$ cat config.mk
export PLATFORM = sky130hd
export DESIGN_NAME = tlb_inval_snoop
export DESIGN_NICKNAME = d
export VERILOG_FILES = /design/src/rtl/tlbsn_pkg.sv /design/src/rtl/tlbsn_fifo.sv /design/src/rtl/tlbsn_entry_store.sv /design/src/rtl/tlbsn_lane_match.sv /design/src/rtl/tlbsn_sweep_ctl.sv /design/src/rtl/tlb_inval_snoop.sv
export SDC_FILE = /design/constraint.sdc
export NUM_CORES = 2
export LEC_CHECK = 0
export BUFFER_PORTS_ARGS = -buffer_cell sky130_fd_sc_hd__buf_4
export CAP_MARGIN = 20
export CORE_MARGIN = 4
export CORE_UTILIZATION = 50
export CTS_CLUSTER_DIAMETER = 80
export DETAILED_ROUTE_END_ITERATION = 6
export MAX_ROUTING_LAYER = met4
export PLACE_DENSITY = 0.7
export SETUP_SLACK_MARGIN = 0.5
export SYNTH_ARGS = -nofsm -noshare
export SYNTH_HDL_FRONTEND = slang
export SYNTH_SLANG_ARGS = --single-unit
$ cat constraint.sdc
create_clock -name clk -period 4.3 [get_ports clk]
set_clock_uncertainty 0.15 [all_clocks]
set_input_delay 0.215 -clock clk [delete_from_list [all_inputs] [get_ports clk]]
set_output_delay 0.215 -clock clk [all_outputs]
set_load 0.1 [all_outputs]
$ cat src/rtl/tlbsn_pkg.sv
package tlbsn_pkg;

   // Sweep engine phase
   typedef enum logic [0:0] {
      SW_IDLE = 1'b0,
      SW_RUN  = 1'b1
   } sweep_state_e;

endpackage

$ cat src/rtl/tlbsn_fifo.sv
// Pending-invalidate queue; a depth of one selects a plain holding register.
module tlbsn_fifo #(
   parameter int unsigned DEPTH = 2,
   parameter int unsigned W     = 20,
   localparam int unsigned CNT_W = $clog2(DEPTH + 1)
) (
   input  logic         clk,
   input  logic         rst_n,
   input  logic         push,
   input  logic [W-1:0] din,
   input  logic         pop,
   output logic [W-1:0] dout,
   output logic         full,
   output logic         empty
);

   generate
      if (DEPTH == 1) begin : g_single
         logic [W-1:0] hold_q;
         logic         held_q;

         always_ff @(posedge clk or negedge rst_n) begin
            if (!rst_n) begin
               held_q <= 1'b0;
               hold_q <= '0;
            end else begin
               if (push && !held_q) begin
                  held_q <= 1'b1;
                  hold_q <= din;
               end else if (pop && held_q) begin
                  held_q <= 1'b0;
               end
            end
         end

         assign dout  = hold_q;
         assign full  = held_q;
         assign empty = !held_q;
      end else begin : g_ring
         localparam int unsigned PTR_W = $clog2(DEPTH);
         localparam logic [PTR_W-1:0] PTR_LAST = PTR_W'(DEPTH - 1);

         logic [W-1:0]     slot_q [DEPTH];
         logic [PTR_W-1:0] rd_p_q, wr_p_q;
         logic [CNT_W-1:0] cnt_q;
         logic             do_push, do_pop;

         assign full    = (cnt_q == CNT_W'(DEPTH));
         assign empty   = (cnt_q == '0);
         assign do_push = push && !full;
         assign do_pop  = pop && !empty;
         assign dout    = slot_q[rd_p_q];

         always_ff @(posedge clk or negedge rst_n) begin
            if (!rst_n) begin
               rd_p_q <= '0;
               wr_p_q <= '0;
               cnt_q  <= '0;
            end else begin
               if (do_push) wr_p_q <= (wr_p_q == PTR_LAST) ? '0 : wr_p_q + PTR_W'(1);
               if (do_pop)  rd_p_q <= (rd_p_q == PTR_LAST) ? '0 : rd_p_q + PTR_W'(1);
               case ({do_push, do_pop})
                  2'b10:   cnt_q <= cnt_q + CNT_W'(1);
                  2'b01:   cnt_q <= cnt_q - CNT_W'(1);
                  default: cnt_q <= cnt_q;
               endcase
            end
         end

         always_ff @(posedge clk) begin
            if (do_push) slot_q[wr_p_q] <= din;
         end
      end
   endgenerate

endmodule

$ cat src/rtl/tlbsn_entry_store.sv
// Copy of the unified buffer's high words: valid, tag and process ID per entry.
module tlbsn_entry_store #(
   parameter int unsigned ENTRIES = 64,
   parameter int unsigned LANES   = 8,
   parameter int unsigned TAG_W   = 20,
   parameter int unsigned TID_W   = 8,
   localparam int unsigned IDX_W  = $clog2(ENTRIES),
   localparam int unsigned LANE_W = $clog2(LANES),
   localparam int unsigned BANK_W = IDX_W - LANE_W
) (
   input  logic                         clk,
   input  logic                         rst_n,
   input  logic                         wr_en,
   input  logic [IDX_W-1:0]             wr_idx,
   input  logic [TAG_W-1:0]             wr_tag,
   input  logic [TID_W-1:0]             wr_tid,
   input  logic                         wr_valid,
   input  logic                         clr_en,
   input  logic [BANK_W-1:0]            clr_bank,
   input  logic [LANES-1:0]             clr_mask,
   input  logic [BANK_W-1:0]            rd_bank,
   output logic [LANES-1:0][TAG_W-1:0]  rd_tag,
   output logic [LANES-1:0]             rd_vld,
   input  logic [TAG_W-1:0]             lkp_tag,
   input  logic [TID_W-1:0]             lkp_tid,
   output logic                         lkp_any,
   output logic [IDX_W-1:0]             lkp_idx
);

   logic [ENTRIES-1:0] vld_q, vld_nxt;
   logic [TAG_W-1:0]   tag_q [ENTRIES];
   logic [TID_W-1:0]   tid_q [ENTRIES];

   // Per-entry next valid bit: a local write wins over a sweep clear.
   generate
      for (genvar e = 0; e < ENTRIES; e++) begin : g_ent
         localparam logic [BANK_W-1:0] E_BANK = BANK_W'(e / LANES);
         localparam logic [LANE_W-1:0] E_LANE = LANE_W'(e % LANES);
         logic wr_hit, clr_hit;

         assign wr_hit      = wr_en && (wr_idx == IDX_W'(e));
         assign clr_hit     = clr_en && (clr_bank == E_BANK) && clr_mask[E_LANE];
         assign vld_nxt[e]  = wr_hit ? wr_valid : (clr_hit ? 1'b0 : vld_q[e]);
      end
   endgenerate

   always_ff @(posedge clk or negedge rst_n) begin
      if (!rst_n) vld_q <= '0;
      else        vld_q <= vld_nxt;
   end

   always_ff @(posedge clk) begin
      if (wr_en) begin
         tag_q[wr_idx] <= wr_tag;
         tid_q[wr_idx] <= wr_tid;
      end
   end

   // Bank read port feeding the sweep comparators.
   generate
      for (genvar l = 0; l < LANES; l++) begin : g_rd
         localparam logic [LANE_W-1:0] L_SEL = LANE_W'(l);
         assign rd_tag[l] = tag_q[{rd_bank, L_SEL}];
         assign rd_vld[l] = vld_q[{rd_bank, L_SEL}];
      end
   endgenerate

   // Full associative lookup, lowest index wins.
   always_comb begin
      lkp_any = 1'b0;
      lkp_idx = '0;
      for (int e = ENTRIES - 1; e >= 0; e--) begin
         if (vld_q[e] && (tag_q[e] == lkp_tag) && (tid_q[e] == lkp_tid)) begin
            lkp_any = 1'b1;
            lkp_idx = IDX_W'(e);
         end
      end
   end

endmodule

$ cat src/rtl/tlbsn_lane_match.sv
// One comparator per lane; process ID deliberately not compared.
module tlbsn_lane_match #(
   parameter int unsigned LANES = 8,
   parameter int unsigned TAG_W = 20
) (
   input  logic [LANES-1:0][TAG_W-1:0] rd_tag,
   input  logic [LANES-1:0]            rd_vld,
   input  logic [TAG_W-1:0]            cmp_tag,
   input  logic                        cmp_en,
   output logic [LANES-1:0]            hit_mask
);

   generate
      for (genvar l = 0; l < LANES; l++) begin : g_lane
         assign hit_mask[l] = cmp_en && rd_vld[l] && (rd_tag[l] == cmp_tag);
      end
   endgenerate

endmodule

$ cat src/rtl/tlbsn_sweep_ctl.sv
// Walks all banks once per invalidation, taking the next one without a gap.
module tlbsn_sweep_ctl #(
   parameter int unsigned TAG_W = 20,
   parameter int unsigned BANKS = 8,
   localparam int unsigned BANK_W = $clog2(BANKS)
) (
   input  logic              clk,
   input  logic              rst_n,
   input  logic              q_empty,
   input  logic [TAG_W-1:0]  q_tag,
   output logic              q_pop,
   output logic              running,
   output logic              first,
   output logic [BANK_W-1:0] bank,
   output logic [TAG_W-1:0]  cur_tag
);
   import tlbsn_pkg::*;

   localparam logic [BANK_W-1:0] BANK_LAST = BANK_W'(BANKS - 1);

   sweep_state_e      st_q;
   logic [BANK_W-1:0] bank_q;
   logic [TAG_W-1:0]  tag_q;
   logic              at_last;

   assign at_last = (bank_q == BANK_LAST);
   assign q_pop   = !q_empty && ((st_q == SW_IDLE) || at_last);

   always_ff @(posedge clk or negedge rst_n) begin
      if (!rst_n) begin
         st_q   <= SW_IDLE;
         bank_q <= '0;
         tag_q  <= '0;
      end else if (q_pop) begin
         st_q   <= SW_RUN;
         bank_q <= '0;
         tag_q  <= q_tag;
      end else if (st_q == SW_RUN) begin
         if (at_last) begin
            st_q   <= SW_IDLE;
            bank_q <= '0;
         end else begin
            bank_q <= bank_q + BANK_W'(1);
         end
      end
   end

   assign running = (st_q == SW_RUN);
   assign first   = running && (bank_q == '0);
   assign bank    = bank_q;
   assign cur_tag = tag_q;

endmodule

$ cat src/rtl/tlb_inval_snoop.sv
module tlb_inval_snoop #(
   parameter int unsigned ENTRIES    = 64,
   parameter int unsigned LANES      = 8,
   parameter int unsigned TAG_W      = 20,
   parameter int unsigned TID_W      = 8,
   parameter int unsigned PEND_DEPTH = 2,
   localparam int unsigned IDX_W  = $clog2(ENTRIES),
   localparam int unsigned LANE_W = $clog2(LANES),
   localparam int unsigned BANK_W = IDX_W - LANE_W,
   localparam int unsigned BANKS  = ENTRIES / LANES
) (
   input  logic              clk,
   input  logic              rst_n,
   input  logic              wr_en,
   input  logic [IDX_W-1:0]  wr_idx,
   input  logic [TAG_W-1:0]  wr_tag,
   input  logic [TID_W-1:0]  wr_tid,
   input  logic              wr_valid,
   output logic              bcast_valid,
   output logic [TAG_W-1:0]  bcast_tag,
   input  logic              peer_valid,
   input  logic [TAG_W-1:0]  peer_tag,
   output logic              peer_ready,
   input  logic              lkp_req,
   input  logic [TAG_W-1:0]  lkp_tag,
   input  logic [TID_W-1:0]  lkp_tid,
   output logic              lkp_hit,
   output logic [IDX_W-1:0]  lkp_idx,
   output logic              lkp_stall,
   output logic              utlb_clr_valid,
   output logic [BANK_W-1:0] utlb_clr_bank,
   output logic [LANES-1:0]  utlb_clr_mask,
   output logic              shadow_flush,
   output logic              busy
);

   // Elaboration-time parameter checks
   generate
      if (ENTRIES != (1 << IDX_W)) begin : g_bad_entries
         $error("ENTRIES must be a power of two");
      end
      if ((LANES < 2) || (LANES != (1 << LANE_W))) begin : g_bad_lanes
         $error("LANES must be a power of two, at least 2");
      end
      if (BANKS < 2) begin : g_bad_banks
         $error("ENTRIES must be at least twice LANES");
      end
      if ((PEND_DEPTH < 1) || (TAG_W < 1) || (TID_W < 1)) begin : g_bad_sizes
         $error("PEND_DEPTH, TAG_W and TID_W must be non-zero");
      end
   endgenerate

   logic                        q_full, q_empty, q_pop;
   logic [TAG_W-1:0]            q_tag;
   logic                        sw_run, sw_first;
   logic [BANK_W-1:0]           sw_bank;
   logic [TAG_W-1:0]            sw_tag;
   logic [LANES-1:0][TAG_W-1:0] bank_tags;
   logic [LANES-1:0]            bank_vld;
   logic [LANES-1:0]            hit_mask;
   logic                        lk_any;
   logic [IDX_W-1:0]            lk_idx;
   logic                        bc_v_q;
   logic [TAG_W-1:0]            bc_tag_q;

   // Outgoing message: a high-word write that clears the valid flag.
   always_ff @(posedge clk or negedge rst_n) begin
      if (!rst_n) begin
         bc_v_q   <= 1'b0;
         bc_tag_q <= '0;
      end else begin
         bc_v_q <= wr_en && !wr_valid;
         if (wr_en && !wr_valid) bc_tag_q <= wr_tag;
      end
   end

   assign bcast_valid = bc_v_q;
   assign bcast_tag   = bc_tag_q;

   tlbsn_fifo #(
      .DEPTH (PEND_DEPTH),
      .W     (TAG_W)
   ) pend_i (
      .clk   (clk),
      .rst_n (rst_n),
      .push  (peer_valid),
      .din   (peer_tag),
      .pop   (q_pop),
      .dout  (q_tag),
      .full  (q_full),
      .empty (q_empty)
   );

   tlbsn_sweep_ctl #(
      .TAG_W (TAG_W),
      .BANKS (BANKS)
   ) sweep_i (
      .clk     (clk),
      .rst_n   (rst_n),
      .q_empty (q_empty),
      .q_tag   (q_tag),
      .q_pop   (q_pop),
      .running (sw_run),
      .first   (sw_first),
      .bank    (sw_bank),
      .cur_tag (sw_tag)
   );

   tlbsn_entry_store #(
      .ENTRIES (ENTRIES),
      .LANES   (LANES),
      .TAG_W   (TAG_W),
      .TID_W   (TID_W)
   ) store_i (
      .clk      (clk),
      .rst_n    (rst_n),
      .wr_en    (wr_en),
      .wr_idx   (wr_idx),
      .wr_tag   (wr_tag),
      .wr_tid   (wr_tid),
      .wr_valid (wr_valid),
      .clr_en   (sw_run),
      .clr_bank (sw_bank),
      .clr_mask (hit_mask),
      .rd_bank  (sw_bank),
      .rd_tag   (bank_tags),
      .rd_vld   (bank_vld),
      .lkp_tag  (lkp_tag),
      .lkp_tid  (lkp_tid),
      .lkp_any  (lk_any),
      .lkp_idx  (lk_idx)
   );

   tlbsn_lane_match #(
      .LANES (LANES),
      .TAG_W (TAG_W)
   ) match_i (
      .rd_tag   (bank_tags),
      .rd_vld   (bank_vld),
      .cmp_tag  (sw_tag),
      .cmp_en   (sw_run),
      .hit_mask (hit_mask)
   );

   assign busy           = sw_run || !q_empty;
   assign peer_ready     = !q_full;
   assign utlb_clr_valid = sw_run;
   assign utlb_clr_bank  = sw_bank;
   assign utlb_clr_mask  = hit_mask;
   assign shadow_flush   = sw_first;
   assign lkp_stall      = lkp_req && busy;
   assign lkp_hit        = lkp_req && !busy && lk_any;
   assign lkp_idx        = lk_idx;

endmodule

==> results.py <==
metrics = {
    "drt": {
        "vias_per_cell": 6.68,
        "drt_iter0_drc": 11900,
        "drc": 1,
        "wirelength_um": 374000,
        "dr.pass1.iters": 7,
        "vias": 63100,
        "avgRoutedWirePerCell_um": 39.5,
        "postRouteAntennaNets": 0,
    },
    "power_and_ir_drop": {
        "intPower_mw": 39.9,
        "switching_share_pct": 33.0,
        "pwr-share-comb_pct": 32.4,
        "max-vdd-ir-drop_mv": 0.362,
        "p_seq_share_pct": 37.2,
        "p_per_area_mw_per_mm2": 534,
        "total_power_mw": 59.6,
        "switchingPower_mw": 19.6,
        "pwr-share-clk_pct": 30.4,
        "power_leakage_nw": 37.0,
    },
    "timing": {
        "timing.final.crit_share_pct": 118,
        "drv_slew": 0,
        "hold_viol": 0,
        "tns_ps": -4100,
        "timing.fmax_mhz": 197,
        "layout_setup_ws_ps": -775,
        "min_period_ps": 5070,
        "finalSetupViolations": 15,
        "relSlewSlack_pct": 18.9,
        "rsz0062_at_grt": "true",
        "fin_hold_ws_ps": 134,
        "tightest_slew_ps": 1220,
    },
    "worst_setup_path": {
        "cp-start-kind": "flip-flop",
        "r2r_cells": 15,
        "arrival_ps": 4710,
        "path_max_fanout": 2,
        "critical_path_class": "flip-flop to output pin",
        "cp.required_ps": 3930,
        "cp-end-kind": "output pin",
    },
    "place": {
        "post-place-ws_ps": -612,
        "gp_congestion": 1.01,
        "io_buffers": 131,
        "place_area_mm2": 0.101,
        "dp_hpwl_um": 247000,
        "dp.cells": 8827,
    },
    "clock_tree": {
        "htree_levels": 4,
        "numCtsBuffers": 206,
        "worst_skew_pair.late_latency_ps": 880,
        "cts_tree": "done",
        "clock_path_buffers": 3,
        "clkTransAtPathRegs_ps": 60,
        "cts.sinks": 1945,
        "cts_root_buffer": "clkbuf_16",
    },
    "floorplan": {
        "die_h_um": 440,
        "placementRows": 158,
        "io_pins": 132,
        "die_w_um": 440,
        "die-area_mm2": 0.193,
        "initial_core_util_pct": 50.3,
        "core_mm2": 0.185,
    },
    "yosys": {
        "synth_warnings": 0,
        "avgSynthCellArea_um2": 15.4,
        "synth_top_family_by_area": "XOR/XNOR gates",
        "synth_xor_area_share_pct": 18.2,
        "synth_area_mm2": 0.0932,
        "synth_adder_area_share_pct": 0.0939,
        "syn_inst": 6042,
        "syn_nets": 6137,
        "synth_simple_gate_area_share_pct": 5.99,
        "synth_compound_area_share_pct": 1.38,
        "synth_cell_types": 61,
        "synthMuxAreaShare_pct": 10.3,
        "yosysSeqAreaShare_pct": 62.0,
        "ys.flop_type": "edfxtp_1",
        "yosys_register_bits": 1945,
        "ys_async_sr_fraction_pct": 5.81,
        "synth_edf_count": 1832,
    },
    "finish": {
        "fillers": 14000,
        "syn_to_final_growth_pct": 19.6,
        "fin_nets": 6876,
        "mostFrequentLayoutCell": "edfxtp_1",
        "fin_area_mm2": 0.112,
        "drive_above_1_share_pct": 23.4,
        "final_cells": 9460,
        "final_cell_mix": "edfxtp_1 (1832), xnor2_1 (1084), xor2_1 (842)",
        "utilization_pct": 60.1,
    },
    "job": {
        "maxCapViolations": 0,
    },
    "global_route": {
        "grt-ovfl-total": 0,
        "antenna_found_initial": 25,
        "grt_max_degree": 66,
        "grt.total_usage_pct": 39.1,
        "grt_first_pass_wirelength_um": 501000,
        "grt_pass1_vias": 60400,
    },
    "hold_path": {
        "hold_path.class": "input pin to flip-flop",
        "hold_depth": 4,
    },
    "run_status": {
        "outcome": "finished, violations left",
        "violations": "design-rule violations, negative setup slack",
    },
}
## power by group through the flow
stage / clock, mW / combinational [mW] / sequential [mW]
after CTS: 18.1 / 17.6 / 22.1
after global routing: 18.9 / 19.6 / 22.1
after detailed placement: 0 / 15.9 / 22.5
after global placement: 0 / 15.7 / 22.5
after floorplan: 0 / 9.58 / 22.1
final: 18.1 / 19.3 / 22.1
## worst paths after layout
kind	startpoint	endpoint	slack [ps]
worst max-delay path	store_i.tag_q[63][7]	lkp_idx[1]	-770
worst min-delay path	peer_valid	pend_i.g_ring.wr_p_q	130
worst max register to register	sweep_i.bank[0]	store_i.vld_q[55]	400
worst min register to register	bcast_tag[11]	bcast_tag[11]	360
max in group asynchronous	rst_n	bcast_tag[15]	3160
min in group asynchronous	rst_n	sweep_i.cur_tag[0]	370
## layout make-up
type	instances	area [µm²]	share of cell area (%)
flip-flops and latches	1945	57900	51.9
multi-input cells	3722	34600	31.0
repair buffers	876	8960	8.03
clock buffers	280	5630	5.05
well taps	2480	3100	2.78
clock inverters	110	1170	1.05
inverters	30	135	0.121
diodes	17	42.5	0.0382
## flip-flops by register name (all words and copies together) (netlist names), 2 cells and up
| signal | flops |
|---|---|
| store_i.tag_q | 1280 |
| bcast_tag | 20 |
| pend_i.g_ring.cnt_q | 2 |
| sweep_i.bank | 3 |
| sweep_i.cur_tag | 20 |
| store_i.vld_q | 64 |
| pend_i.g_ring.slot_q | 40 |
| store_i.tid_q | 512 |
## metal layers
metal | vias up | wire [µm] | global-route usage, %
met4 | 0 | 25200 | 21.1
li1 | 24300 | - | -
met5 | - | 0 | -
met3 | 1037 | 53600 | 11.5
met1 | 32300 | 133000 | 50.8
met2 | 5482 | 162000 | 55.6
## cell families (layout without fill, tap and decap cells)
family / Yosys count / count (layout)
other cells: 0 / 17
buf+inv: 375 / 1296
fa+ha+maj: 7 / 7
xor+xnor: 1939 / 1939
compound gates: 224 / 224
flops: 1945 / 1945
simple gates: 1016 / 1016
mux: 536 / 536
## critical path, cell delays in order, from the launching register on
cell and delay, ps:
edfxtp_1 430, xnor2_2 210, nand4_1 260, or4_4 510, or2_4 290, a221oi_4 380
buf_4 170, o21bai_1 50, a31o_1 240, a221oi_2 260, o21ai_2 90, a21oi_2 160
o31ai_2 100, a311oi_4 310, buf_6 180, buf_12 170
## cells in the mapped netlist, drive strengths merged (3+ instances only)
cell     instances  area, µm²
xnor2         1096       9610
dfrtp          113       2830
mux2            20        225
nand2b          13       81.3
or3              5       31.3
or4              6       45.0
nor2            95        357
a31oi            3       18.8
nor2b           10       62.6
o22ai            4       25.0
a21o             4       30.0
inv             30        113
nor4           257       1610
mux4           336       7570
nor3            69        345
ha               7       87.6
a222oi           4       40.0
a21boi           3       22.5
a221oi           3       32.5
clkbuf          56        210
a21oi           33        165
o21ai          142        711
or2              3       18.8
mux2i          180       1800
xor2           843       7380
nand3           74        370
nand2          154        578
edfxtp        1832      55000
o2111ai          8       70.1
buf            289       1530
nand4          318       1990
a211oi           3       22.5
## timing repair
action | CTS | global route
pin swaps | 44 | 44
hold buffers | 83 | 0
gates resized for setup | 176 | 87
buffers inserted | 52 | 73
setup endpoints to repair | 79 | 50
cloned | 9 | 5
hold endpoints to repair | 1451 | 0
Power figures use the tool's default switching activity.
